$ cat src/rtl/fwd_pkg.sv
// Shared encodings for the bypass unit.
// Assumes a two-bit select per ALU operand.
package fwd_pkg;
    typedef enum logic [1:0] {
        SEL_RF    = 2'b00,
        SEL_MEMWB = 2'b01,
        SEL_EXMEM = 2'b10
    } fwd_sel_e;
endpackage

$ cat src/rtl/fwd_src_match.sv
// Compares one decode-stage source register against the two in-flight writers.
// Assumes register 0 is hard-wired to zero, so it is never a bypass target.
module fwd_src_match #(
    parameter int REG_AW = 5
) (
    input  logic [REG_AW-1:0] src,
    input  logic              use_src,
    input  logic [REG_AW-1:0] ex_rd,
    input  logic              ex_wen,
    input  logic [REG_AW-1:0] mem_rd,
    input  logic              mem_wen,
    output logic              hit_ex,
    output logic              hit_mem
);
    localparam logic [REG_AW-1:0] ZERO_REG = '0;

    // Raise a hit only for a used source and a real, nonzero destination.
    always_comb begin
        hit_ex  = use_src && ex_wen  && (ex_rd  != ZERO_REG) && (ex_rd  == src);
        hit_mem = use_src && mem_wen && (mem_rd != ZERO_REG) && (mem_rd == src);
    end
endmodule

$ cat src/rtl/load_use_detect.sv
// Finds a load in execute whose result the decode instruction needs too early.
// Assumes store data (rs2 of a store) can be served later in the memory stage.
module load_use_detect (
    input  logic hit_ex_a,
    input  logic hit_ex_b,
    input  logic ex_is_load,
    input  logic id_is_store,
    output logic stall,
    output logic late_store
);
    // Stall on a base/ALU dependence; defer a pure store-data dependence.
    always_comb begin
        stall      = ex_is_load && (hit_ex_a || (hit_ex_b && !id_is_store));
        late_store = ex_is_load && hit_ex_b && id_is_store && !stall;
    end
endmodule

$ cat src/rtl/fwd_sel_reg.sv
// Turns decode-stage hits into registered selects for the execute stage.
// Assumes a stall places a bubble in execute, whose selects are don't-care (cleared).
module fwd_sel_reg
    import fwd_pkg::*;
#(
    parameter int NUM_OPS = 2
) (
    input  logic               clk,
    input  logic               rst_n,
    input  logic               stall,
    input  logic               ex_is_load,
    input  logic               late_store,
    input  logic [NUM_OPS-1:0] hit_ex,
    input  logic [NUM_OPS-1:0] hit_mem,
    output logic [1:0]         sel_q [NUM_OPS],
    output logic               st_data_fwd
);
    logic [1:0] sel_d [NUM_OPS];
    logic       late_ex_q;
    logic       late_mem_q;

    // Pick the youngest usable producer; a load result is never taken from EX/MEM.
    always_comb begin
        for (int i = 0; i < NUM_OPS; i++) begin
            if (stall)
                sel_d[i] = SEL_RF;
            else if (hit_ex[i] && !ex_is_load)
                sel_d[i] = SEL_EXMEM;
            else if (hit_ex[i])
                sel_d[i] = SEL_RF;
            else if (hit_mem[i])
                sel_d[i] = SEL_MEMWB;
            else
                sel_d[i] = SEL_RF;
        end
    end

    // Capture the selects for the instruction entering execute.
    always_ff @(posedge clk) begin
        for (int i = 0; i < NUM_OPS; i++) begin
            if (!rst_n) sel_q[i] <= SEL_RF;
            else        sel_q[i] <= sel_d[i];
        end
    end

    // Carry the deferred store-data flag from execute to memory stage.
    always_ff @(posedge clk) begin
        if (!rst_n) begin
            late_ex_q  <= 1'b0;
            late_mem_q <= 1'b0;
        end else begin
            late_ex_q  <= late_store;
            late_mem_q <= late_ex_q;
        end
    end

    assign st_data_fwd = late_mem_q;
endmodule

$ cat src/rtl/fwd_hazard_unit.sv
// Top of the bypass and load-use interlock unit.
// Decides operand sources one stage early and stalls the front end for load-use.
module fwd_hazard_unit #(
    parameter int REG_AW = 5
) (
    input  logic              clk,
    input  logic              rst_n,
    input  logic [REG_AW-1:0] id_rs1,
    input  logic [REG_AW-1:0] id_rs2,
    input  logic              id_use_rs1,
    input  logic              id_use_rs2,
    input  logic              id_is_store,
    input  logic [REG_AW-1:0] ex_rd,
    input  logic              ex_wen,
    input  logic              ex_is_load,
    input  logic [REG_AW-1:0] mem_rd,
    input  logic              mem_wen,
    output logic [1:0]        fwd_sel_a,
    output logic [1:0]        fwd_sel_b,
    output logic              st_data_fwd,
    output logic              pc_hold,
    output logic              ifid_hold,
    output logic              idex_bubble
);
    localparam int NUM_OPS = 2;

    logic [REG_AW-1:0] src     [NUM_OPS];
    logic [NUM_OPS-1:0] use_src;
    logic [NUM_OPS-1:0] hit_ex;
    logic [NUM_OPS-1:0] hit_mem;
    logic [1:0]        sel_q   [NUM_OPS];
    logic              stall;
    logic              late_store;

    // Gather per-operand source fields.
    always_comb begin
        src[0]  = id_rs1;
        src[1]  = id_rs2;
        use_src = {id_use_rs2, id_use_rs1};
    end

    for (genvar g = 0; g < NUM_OPS; g++) begin : g_match
        fwd_src_match #(.REG_AW(REG_AW)) u_match (
            .src     (src[g]),
            .use_src (use_src[g]),
            .ex_rd   (ex_rd),
            .ex_wen  (ex_wen),
            .mem_rd  (mem_rd),
            .mem_wen (mem_wen),
            .hit_ex  (hit_ex[g]),
            .hit_mem (hit_mem[g])
        );
    end

    load_use_detect u_lud (
        .hit_ex_a    (hit_ex[0]),
        .hit_ex_b    (hit_ex[1]),
        .ex_is_load  (ex_is_load),
        .id_is_store (id_is_store),
        .stall       (stall),
        .late_store  (late_store)
    );

    fwd_sel_reg #(.NUM_OPS(NUM_OPS)) u_sel (
        .clk         (clk),
        .rst_n       (rst_n),
        .stall       (stall),
        .ex_is_load  (ex_is_load),
        .late_store  (late_store),
        .hit_ex      (hit_ex),
        .hit_mem     (hit_mem),
        .sel_q       (sel_q),
        .st_data_fwd (st_data_fwd)
    );

    // Drive the front-end controls and the execute-stage selects.
    always_comb begin
        fwd_sel_a   = sel_q[0];
        fwd_sel_b   = sel_q[1];
        pc_hold     = stall;
        ifid_hold   = stall;
        idex_bubble = stall;
    end
endmodule

$ cat config.mk
export PLATFORM = sky130hd
export DESIGN_NAME = fwd_hazard_unit
export DESIGN_NICKNAME = d
export VERILOG_FILES = /design/src/rtl/fwd_pkg.sv /design/src/rtl/fwd_src_match.sv /design/src/rtl/load_use_detect.sv /design/src/rtl/fwd_sel_reg.sv /design/src/rtl/fwd_hazard_unit.sv
export SDC_FILE = /design/constraint.sdc
export NUM_CORES = 1
export LEC_CHECK = 0
export BUFFER_PORTS_ARGS = -buffer_cell sky130_fd_sc_hd__buf_4
export CAP_MARGIN = 20
export CORE_MARGIN = 2
export CORE_UTILIZATION = 35
export CTS_CLUSTER_SIZE = 25
export DETAILED_ROUTE_END_ITERATION = 6
export PLACE_DENSITY = 0.75
export SETUP_SLACK_MARGIN = 0.2
export SYNTH_ARGS = -nofsm -noshare
export SYNTH_HDL_FRONTEND = slang
export SYNTH_SLANG_ARGS = --single-unit
$ cat constraint.sdc
create_clock -name clk -period 3 [get_ports clk]
set_input_delay 0.9 -clock clk [delete_from_list [all_inputs] [get_ports clk]]
set_output_delay 0.9 -clock clk [all_outputs]
set_load 0.05 [all_outputs]
==> reports/results.ini, run 1 <==
[setup_path]
r2r_slack_ns = 2.47
endpoint_kind = primary output
r2r-start = u_sel.late_ex_q
crit_type = in2out
cp.arrival_ns = 2.19
critPathTopFamily = simple AND/OR/NAND/NOR gates
critical_path.cell_chain = buf_6 > or4_4 > o21ai_4 > nor4_2 > o21a_4 > buf_8
worstPathMaxFanout = 3
crit_start = ex_rd[2]
max_stage_delay_ns = 0.53
start_kind = input pin
timing.rr.end = u_sel.st_data_fwd
crit_buf_inv = 2
reg2reg_depth = 1
required_ns = 2.10
slowest_stage = or4_4

[synthesis]
yosysMostFrequentCell = xnor2_1
yosys_most_used_dff = dfxtp_1
synthCells = 53
yosysTopAreaCellShare = 0.241
synth_top_cells_by_count = xnor2_1, xor2_1, dfxtp_1, nand4_1, nor4_1
synthArstFlopShare = 0
synth_cell_types = 20
synth.area.top_cells = dfxtp_1, xnor2_1, xor2_1
ys_seq_area_frac = 0.241
synth_area_per_cell_um2 = 9.40
synth_edf_count = 0
syn_area_um2 = 498
yosysTopAreaCell = dfxtp_1
syn-num-nets = 81
ys_ff_latch = 6
yosysWarnings = 0

[power]
worst_ir_drop_vdd_uv = 127
power_density_nw_per_um2 = 268
power_w = 0.000240
p_leak_nw = 0.391

[floorplanning]
dieWidth_um = 41.7
core-area_um2 = 1320
rows = 13
die_h_um = 41.7
die-area_um2 = 1740
ios = 36
start_util = 0.378

[min_path]
min_from = u_sel.late_ex_q
min_to = u_sel.st_data_fwd
hold_depth = 1
hold_class = reg2reg

[placement]
io_buffers = 35
place_congestion = 0.732
dp_hpwl_um = 1220
dpl.cell_count = 108

[routing]
drcViolationCount = 0
vias = 566
drtPass1Iterations = 2
wl_um = 1380
wl_per_cell_um = 12.3
ant_nets = 0
drt_first_iter_violations = 1
vias_per_cell = 5.05

[finish]
final_nets = 127
syn_to_final_growth_pct = 80.2
layout-drive-gt1-share = 0.546
layout.cells.non_filler = 112
n_antenna_cell = 0

[run_status]
violations = setup timing
status = finished with violations

[sta]
rsz0062_at_grt = true
fmax_ghz = 0.323
report.final.slew_viol_count = 0
fin_crit_sh = 1.03
layout_setup_ws_ns = -0.0938
worstMarginPinSlew_ns = 0.351
setup_viol = 3
maxSlewHeadroom = 0.764
period_needed_ns = 3.09
finalHoldViolations = 0
fin_skew_ns = 0.00000294

[clocking]
cts.sinks = 6
cts_tree = built
cts_max_path_buffers = 2
clkTransAtPathRegs_ns = 0.04
clockRootBuffer = clkbuf_4
clk_latency_ns = 0.24
hold_buffers = 0
cts_buffers = 3
h-tree-depth = 1

[global_route]
grt_pass1_vias = 580
grt_use_total = 0.168
grt_pass1_wl_um = 2260
grt_max_degree = 7
antenna_found_initial = 0
grt_remaining_overflow = 0

[flow_run]
maxCapViolations = 0

[worst max path at each step]
stage / cells after the start / to / slack (ns)
CTS: 6 / ifid_hold / -0.10
global route: 6 / idex_bubble / -0.13
floorplan: 5 / ifid_hold / -0.03
finish: 6 / idex_bubble / -0.09
detailed placement: 6 / ifid_hold / -0.11
global placement: 6 / pc_hold / -0.09
[repair_timing]
| item | in CTS | in global routing |
|---|---|---|
| cloned | 0 | 0 |
| hold endpoints to repair | 0 | 0 |
| buffers inserted | 1 | 0 |
| pin swaps | 5 | 1 |
| resized for setup | 10 | 0 |
| endpoints found under the setup margin | 3 | 3 |
[logic make-up (layout without fill, tap and decap cells)]
logic type	after synthesis	count (layout)	synth area share
AOI/OAI and AO/OA	5	5	0.118
xor gates and xnor gates	20	20	0.352
buffers and inverters	2	46	0.0301
DFF	6	6	0.241
and+or+nand+nor	20	20	0.259
[sequential cells by signal, indices dropped and copies added, names as in the netlist]
signal and flops:
u_sel.sel_q 4, u_sel.late_ex_q 1, u_sel.st_data_fwd 1
[routing by layer]
layer / up-vias / track usage / wire, um
met1: 252 / 0.157 / 500
li1: 279 / - / -
met4: 0 / 0.0774 / 20
met3: 2 / 0.0261 / 103
met5: - / 0 / 0
met2: 33 / 0.344 / 754
[layout make-up]
| class | count | area, um2 |
|---|---|---|
| flip-flops and latches | 6 | 120 |
| clock buffers | 3 | 22.5 |
| multi-input cells | 45 | 383 |
| well taps | 15 | 18.8 |
| fillers | 116 | 420 |
| repair buffers | 43 | 353 |
[where the power goes]
| part | switching (W) | total (W) | internal, W |
|---|---|---|---|
| clock network | 0.0000264 | 0.0000714 | 0.0000451 |
| logic | 0.0000374 | 0.0000883 | 0.0000510 |
| registers | 0.0000000630 | 0.0000804 | 0.0000803 |
| total | 0.0000638 | 0.000240 | 0.000176 |
[placed cells by master (no fill, tap or decap)]
cell type	Yosys	final
a211oi_2	2	2
and2_1	1	1
and3b_1	1	1
buf_4	2	38
buf_6	0	2
buf_8	0	3
clkbuf_4	0	3
dfxtp_1	6	6
nand2_1	2	2
nand3_1	1	1
nand4_1	4	4
nor2b_1	1	1
nor3_1	2	2
nor3_4	0	1
nor3b_1	1	1
nor4_1	3	2
nor4_2	0	1
o21a_4	0	1
o21ai_4	1	1
o311a_1	1	1
or3_1	2	2
or4_4	1	1
xnor2_1	12	12
xor2_1	8	8
[metrics by stage]
step / hold slack [ns] / instance area (um2) / utilization / setup TNS, ns / setup slack [ns]
final: 0.428 / 897 / 0.681 / -0.280 / -0.0938
after global routing: 0.456 / 897 / 0.681 / -0.397 / -0.133
after CTS: 0.435 / 897 / 0.681 / -0.302 / -0.101
after detailed placement: 0.424 / 825 / 0.626 / -0.326 / -0.109
after global placement: 0.414 / 825 / 0.626 / -0.271 / -0.0902
after floorplan: 0.412 / 513 / - / -0.0531 / -0.0265
(Power assumes the default switching activity.)
==> run 2: changes to the inputs <==
Settings changed: CTS_CLUSTER_DIAMETER set to 60, PLACE_DENSITY 0.75 to 0.71.
==> run 2 against run 1 <==
Net effect: the flow still finishes with violations (setup timing); final area stayed put; register-to-register slack barely moved; critical path type unchanged; non-clock buffer count stayed put; largest cell class unchanged.
==> reports/results.ini, run 2 (same netlist as run 1, synthesis figures left out) <==
[run_status]
status = finished with violations  ; unchanged
violations = setup timing  ; unchanged

[floorplanning]
die-area_um2 = 1740  ; unchanged
dieWidth_um = 41.7  ; unchanged
rows = 13  ; unchanged
die_h_um = 41.7  ; unchanged
start_util = 0.378  ; unchanged
core-area_um2 = 1320  ; unchanged
ios = 36  ; unchanged

[power]
switching_share = 0.256  ; was 0.266
power_frac_clock = 0.294  ; was 0.297
p_leak_nw = 0.391  ; unchanged
p_sw_w = 0.0000606  ; was 0.0000638 W
seq_power_share = 0.339  ; was 0.335
power_density_nw_per_um2 = 264  ; was 268 nW/um2
internal_power_w = 0.000176  ; about the same
worst_ir_drop_vdd_uv = 100  ; was 127 uV
power_frac_comb = 0.367  ; was 0.368

[global_route]
grt_max_degree = 7  ; unchanged
grt_remaining_overflow = 0  ; unchanged
antenna_found_initial = 0  ; unchanged
grt_pass1_vias = 545  ; was 580
grt_use_total = 0.159  ; was 0.168
grt_pass1_wl_um = 2160  ; was 2260 um

[routing]
wl_per_cell_um = 11.4  ; was 12.3 um
wl_um = 1270  ; was 1380 um
drt_first_iter_violations = 2  ; was 1
vias_per_cell = 4.87  ; was 5.05
ant_nets = 0  ; unchanged
vias = 545  ; was 566
drcViolationCount = 0  ; unchanged
drtPass1Iterations = 3  ; was 2

[placement]
place_area_um2 = 825  ; unchanged
place_ws_ns = -0.110  ; was -0.109 ns
io_buffers = 35  ; unchanged
place_congestion = 0.745  ; was 0.732
dp_hpwl_um = 1160  ; was 1220 um

[min_path]
min_to = u_sel.st_data_fwd  ; unchanged
hold_depth = 1  ; unchanged
min_from = u_sel.late_ex_q  ; unchanged
hold_class = reg2reg  ; unchanged

[finish]
largest_reg_flops = 4  ; unchanged
final_nets = 127  ; unchanged
layout-drive-gt1-share = 0.546  ; unchanged
final_cell_mix = buf_4, xnor2_1, xor2_1  ; unchanged
fin_util = 0.681  ; unchanged
final_common_cell = buf_4  ; unchanged
syn_to_final_growth_pct = 80.2  ; unchanged
fin_area_um2 = 897  ; unchanged
top_register = u_sel.sel_q  ; unchanged
n_antenna_cell = 0  ; unchanged

[clocking]
cts_tree = built  ; unchanged
cts_max_path_buffers = 2  ; unchanged
clkTransAtPathRegs_ns = 0.04  ; about the same
clockRootBuffer = clkbuf_4  ; unchanged
clk_latency_ns = 0.23  ; was 0.24 ns
cts_buffers = 3  ; unchanged
cts.sinks = 6  ; unchanged
h-tree-depth = 1  ; unchanged

[sta]
fin_setup_tns_ns = -0.229  ; was -0.280 ns
fin_skew_ns = 0.0000184  ; was 0.00000294 ns
fmax_ghz = 0.325  ; was 0.323 GHz
layout_setup_ws_ns = -0.0771  ; was -0.0938 ns
worstMarginPinSlew_ns = 0.341  ; was 0.351 ns
report.final.slew_viol_count = 0  ; unchanged
setup_viol = 3  ; unchanged
finalHoldViolations = 0  ; unchanged
maxSlewHeadroom = 0.771  ; was 0.764
fin_crit_sh = 1.03  ; about the same
period_needed_ns = 3.08  ; was 3.09 ns
rsz0062_at_grt = true  ; unchanged

[setup_path]
worstPathMaxFanout = 3  ; unchanged
timing.rr.end = u_sel.st_data_fwd  ; unchanged
r2r_slack_ns = 2.47  ; about the same
r2r-start = u_sel.late_ex_q  ; unchanged
max_stage_delay_ns = 0.53  ; about the same
slowest_stage = or4_4  ; unchanged
start_kind = input pin  ; unchanged
required_ns = 2.10  ; about the same
crit_type = in2out  ; unchanged
endpoint_kind = primary output  ; unchanged
reg2reg_depth = 1  ; unchanged
cp.arrival_ns = 2.18  ; was 2.19 ns
critical_path.cell_chain = buf_6 > or4_4 > o21ai_4 > nor4_2 > o21a_4 > buf_8  ; unchanged

[flow_run]
maxCapViolations = 0  ; unchanged

## run 2: cell counts in the layout (fill, tap and decap cells not counted)
Identical to the previous run, type by type.
## run 2: final cells by class
cell class                      count  area, um2
Tap cell                           15       18.8
Multi-Input combinational cell     45        383
Timing Repair Buffer               43        353
Sequential cell                     6        120
Fill cell                         112        420
Clock buffer                        3       22.5
## run 2: worst max-delay path: cells and delay by family
family,cells,cell delay (ns)
buffers and inverters,2,0.24
AND/OR/NAND/NOR,2,0.61
AO/OA/AOI/OAI,2,0.42
## run 2: how the worst max path moves through the flow
stage                     slack, ns        end     start
after floorplan               -0.03  ifid_hold  ex_rd[0]
after global placement        -0.09    pc_hold  ex_rd[0]
after detailed placement      -0.11  ifid_hold  ex_rd[0]
after CTS                     -0.10  ifid_hold  ex_rd[2]
after global routing          -0.11  ifid_hold  ex_rd[2]
final                         -0.08  ifid_hold  ex_rd[2]
## run 2: metrics by stage
stage	power [W]	hold WS [ns]	cells
after floorplan	0.000114	0.412	53
after global placement	0.000164	0.418	108
after detailed placement	0.000165	0.428	108
after CTS	0.000241	0.438	111
after global routing	0.000251	0.448	112
final	0.000237	0.435	112
## run 2: what timing repair did
item / CTS / global route
endpoints found under the setup margin: 3 / 3
hold buffers: 0 / 0
resized for setup: 10 / 0
buffers inserted: 0 / 1
pin swaps: 5 / 1
cloned: 0 / 0
## run 2: routing by layer
metal / GRT usage / up-vias / wire [um]
met5: 0 / - / 0
met4: 0.0774 / 0 / 0
met3: 0.0174 / 0 / 89
met2: 0.319 / 27 / 672
met1: 0.157 / 238 / 513
li1: - / 280 / -
## run 2: power groups by stage
stage	Sequential [W]	Combinational, W	Clock, W
after floorplan	0.0000826	0.0000318	0
after global placement	0.0000817	0.0000826	0
after detailed placement	0.0000817	0.0000835	0
after CTS	0.0000803	0.0000867	0.0000736
after global routing	0.0000802	0.0000943	0.0000762
final	0.0000804	0.0000868	0.0000696
==> run 3: changes to the inputs <==
==> constraint.sdc (replaced) <==
create_clock -name clk -period 3 [get_ports clk]
set_input_delay 0.9 -clock clk [delete_from_list [all_inputs] [get_ports clk]]
set_output_delay 0.9 -clock clk [all_outputs]
set_load 0.01 [all_outputs]
==> run 3 against run 2 <==
Net effect: the flow still finishes with violations (setup timing); count of clock-buffer cells in the layout did not move; wire length down 4.3%; die area unchanged; setup slack improved by 0.047 ns; clock skew is 0.0010 ns higher; sequential power hardly changed; core utilization down 4.2 points; final area decreased by 6.1%; critical path depth is the same; combinational power shrank 7.5%; via count is 3.7% lower; critical endpoint unchanged.
==> reports/results.ini, run 3 (same netlist as run 1, synthesis figures left out) <==
[run_status]
status = finished with violations  ; unchanged
violations = setup timing  ; unchanged

[routing]
wl_per_cell_um = 11.2  ; was 11.4 um
wl_um = 1220  ; was 1270 um
drtPass1Iterations = 2  ; was 3
drt_first_iter_violations = 1  ; was 2
ant_nets = 0  ; unchanged
vias_per_cell = 4.82  ; was 4.87
vias = 525  ; was 545
drcViolationCount = 0  ; unchanged

[floorplanning]
die-area_um2 = 1740  ; unchanged
dieWidth_um = 41.7  ; unchanged
core-area_um2 = 1320  ; unchanged
start_util = 0.378  ; unchanged
rows = 13  ; unchanged
ios = 36  ; unchanged
die_h_um = 41.7  ; unchanged

[clocking]
hold_buffers = 0  ; unchanged
clockRootBuffer = clkbuf_4  ; unchanged
cts.sinks = 6  ; unchanged
clkTransAtPathRegs_ns = 0.04  ; about the same
h-tree-depth = 1  ; unchanged
cts_tree = built  ; unchanged
clk_latency_ns = 0.24  ; was 0.23 ns
cts_buffers = 3  ; unchanged
cts_max_path_buffers = 2  ; unchanged

[placement]
dpl.cell_count = 106  ; was 108
place_ws_ns = -0.0425  ; was -0.110 ns
io_buffers = 35  ; unchanged
place_congestion = 0.762  ; was 0.745
dp_hpwl_um = 1120  ; was 1160 um

[power]
p_leak_nw = 0.364  ; was 0.391 nW
worst_ir_drop_vdd_uv = 102  ; was 100 uV
power_density_nw_per_um2 = 276  ; was 264 nW/um2

[finish]
top_register = u_sel.sel_q  ; unchanged
fillers = 114  ; was 112
final_common_cell = buf_4  ; unchanged
n_antenna_cell = 0  ; unchanged
syn_to_final_growth_pct = 69.1  ; was 80.2%
final_nets = 124  ; was 127
largest_reg_flops = 4  ; unchanged
layout-drive-gt1-share = 0.521  ; was 0.546
layout.cells.non_filler = 109  ; was 112
final_cell_mix = buf_4, xnor2_1, xor2_1  ; unchanged

[setup_path]
critical_path.cell_chain = buf_6 > or4_4 > o21ai_4 > nor4_2 > o21a_1 > buf_4  ; was buf_6 > or4_4 > o21ai_4 > nor4_2 > o21a_4 > buf_8
max_stage_delay_ns = 0.53  ; about the same
required_ns = 2.10  ; about the same
critPathTopFamily = simple AND/OR/NAND/NOR gates  ; unchanged
endpoint_kind = primary output  ; unchanged
worstPathMaxFanout = 3  ; unchanged
crit_type = in2out  ; unchanged
start_kind = input pin  ; unchanged
crit_buf_inv = 2  ; unchanged
cp.arrival_ns = 2.13  ; was 2.18 ns
slowest_stage = or4_4  ; unchanged

[sta]
fmax_ghz = 0.330  ; was 0.325 GHz
fin_skew_ns = 0.00105  ; was 0.0000184 ns
period_needed_ns = 3.03  ; was 3.08 ns
report.final.slew_viol_count = 0  ; unchanged
setup_viol = 3  ; unchanged
layout_setup_ws_ns = -0.0303  ; was -0.0771 ns
fin_crit_sh = 1.01  ; was 1.03
maxSlewHeadroom = 0.732  ; was 0.771
rsz0062_at_grt = true  ; unchanged
finalHoldViolations = 0  ; unchanged
worstMarginPinSlew_ns = 0.399  ; was 0.341 ns

[global_route]
grt_pass1_wl_um = 2050  ; was 2160 um
grt_remaining_overflow = 0  ; unchanged
grt_pass1_vias = 521  ; was 545
antenna_found_initial = 0  ; unchanged
grt_max_degree = 7  ; unchanged
grt_use_total = 0.153  ; was 0.159

[min_path]
hold_class = reg2reg  ; unchanged

[flow_run]
maxCapViolations = 0  ; unchanged

## run 3: changes by cell type in the layout (fill, tap and decap cells not counted)
cell    previous run  this run
buf_6              2         3
nor3_2             0         1
o21a_4             1         0
o21a_1             0         1
nor3_4             1         0
buf_4             38        37
buf_8              3         0
## run 3: layer usage
metal | vias to the layer above | share of wire | global-route usage
met5 | - | 0 | 0
met4 | 0 | 0 | 0.0968
met3 | 0 | 0.083 | 0.0304
met2 | 28 | 0.53 | 0.278
met1 | 224 | 0.39 | 0.156
li1 | 273 | - | -
## run 3: cell type report
| class | count | area (um2) | share of cell area |
|---|---|---|---|
| Multi-Input combinational cell | 45 | 369 | 0.438 |
| Timing Repair Buffer | 40 | 312 | 0.370 |
| Sequential cell | 6 | 120 | 0.143 |
| Clock buffer | 3 | 22.5 | 0.0267 |
| Tap cell | 15 | 18.8 | 0.0223 |
## run 3: what timing repair did
item | 4_1_cts | 5_1_grt
hold endpoints to repair | 0 | 0
resized for setup | 4 | 0
pin swaps | 1 | 1
setup endpoints to repair | 3 | 3
setup buffers | 0 | 0
## run 3: final timing paths
check / startpoint / to / slack (ns) / cells past startpoint
worst max-delay path: ex_rd[0] / ifid_hold / -0.03 / 6
worst min-delay path: u_sel.late_ex_q / u_sel.st_data_fwd / 0.44 / 1
worst max register to register: u_sel.late_ex_q / u_sel.st_data_fwd / 2.47 / 1
worst min register to register: u_sel.late_ex_q / u_sel.st_data_fwd / 0.44 / 1
## run 3: per-stage QoR
stage / hold slack, ns / instance area (um2) / TNS, ns / utilization / power [W]
floorplan: 0.412 / 498 / 0 / - / 0.000112
global placement: 0.416 / 802 / -0.0736 / 0.609 / 0.000160
detailed placement: 0.429 / 802 / -0.125 / 0.609 / 0.000161
CTS: 0.438 / 842 / -0.0852 / 0.639 / 0.000238
global route: 0.459 / 842 / -0.155 / 0.639 / 0.000250
finish: 0.438 / 842 / -0.0664 / 0.639 / 0.000233
## run 3: where the power goes
group,switching [W],internal [W]
sequential,0.0000000556,0.0000803
clock,0.0000270,0.0000451
combinational,0.0000325,0.0000478
total,0.0000596,0.000173
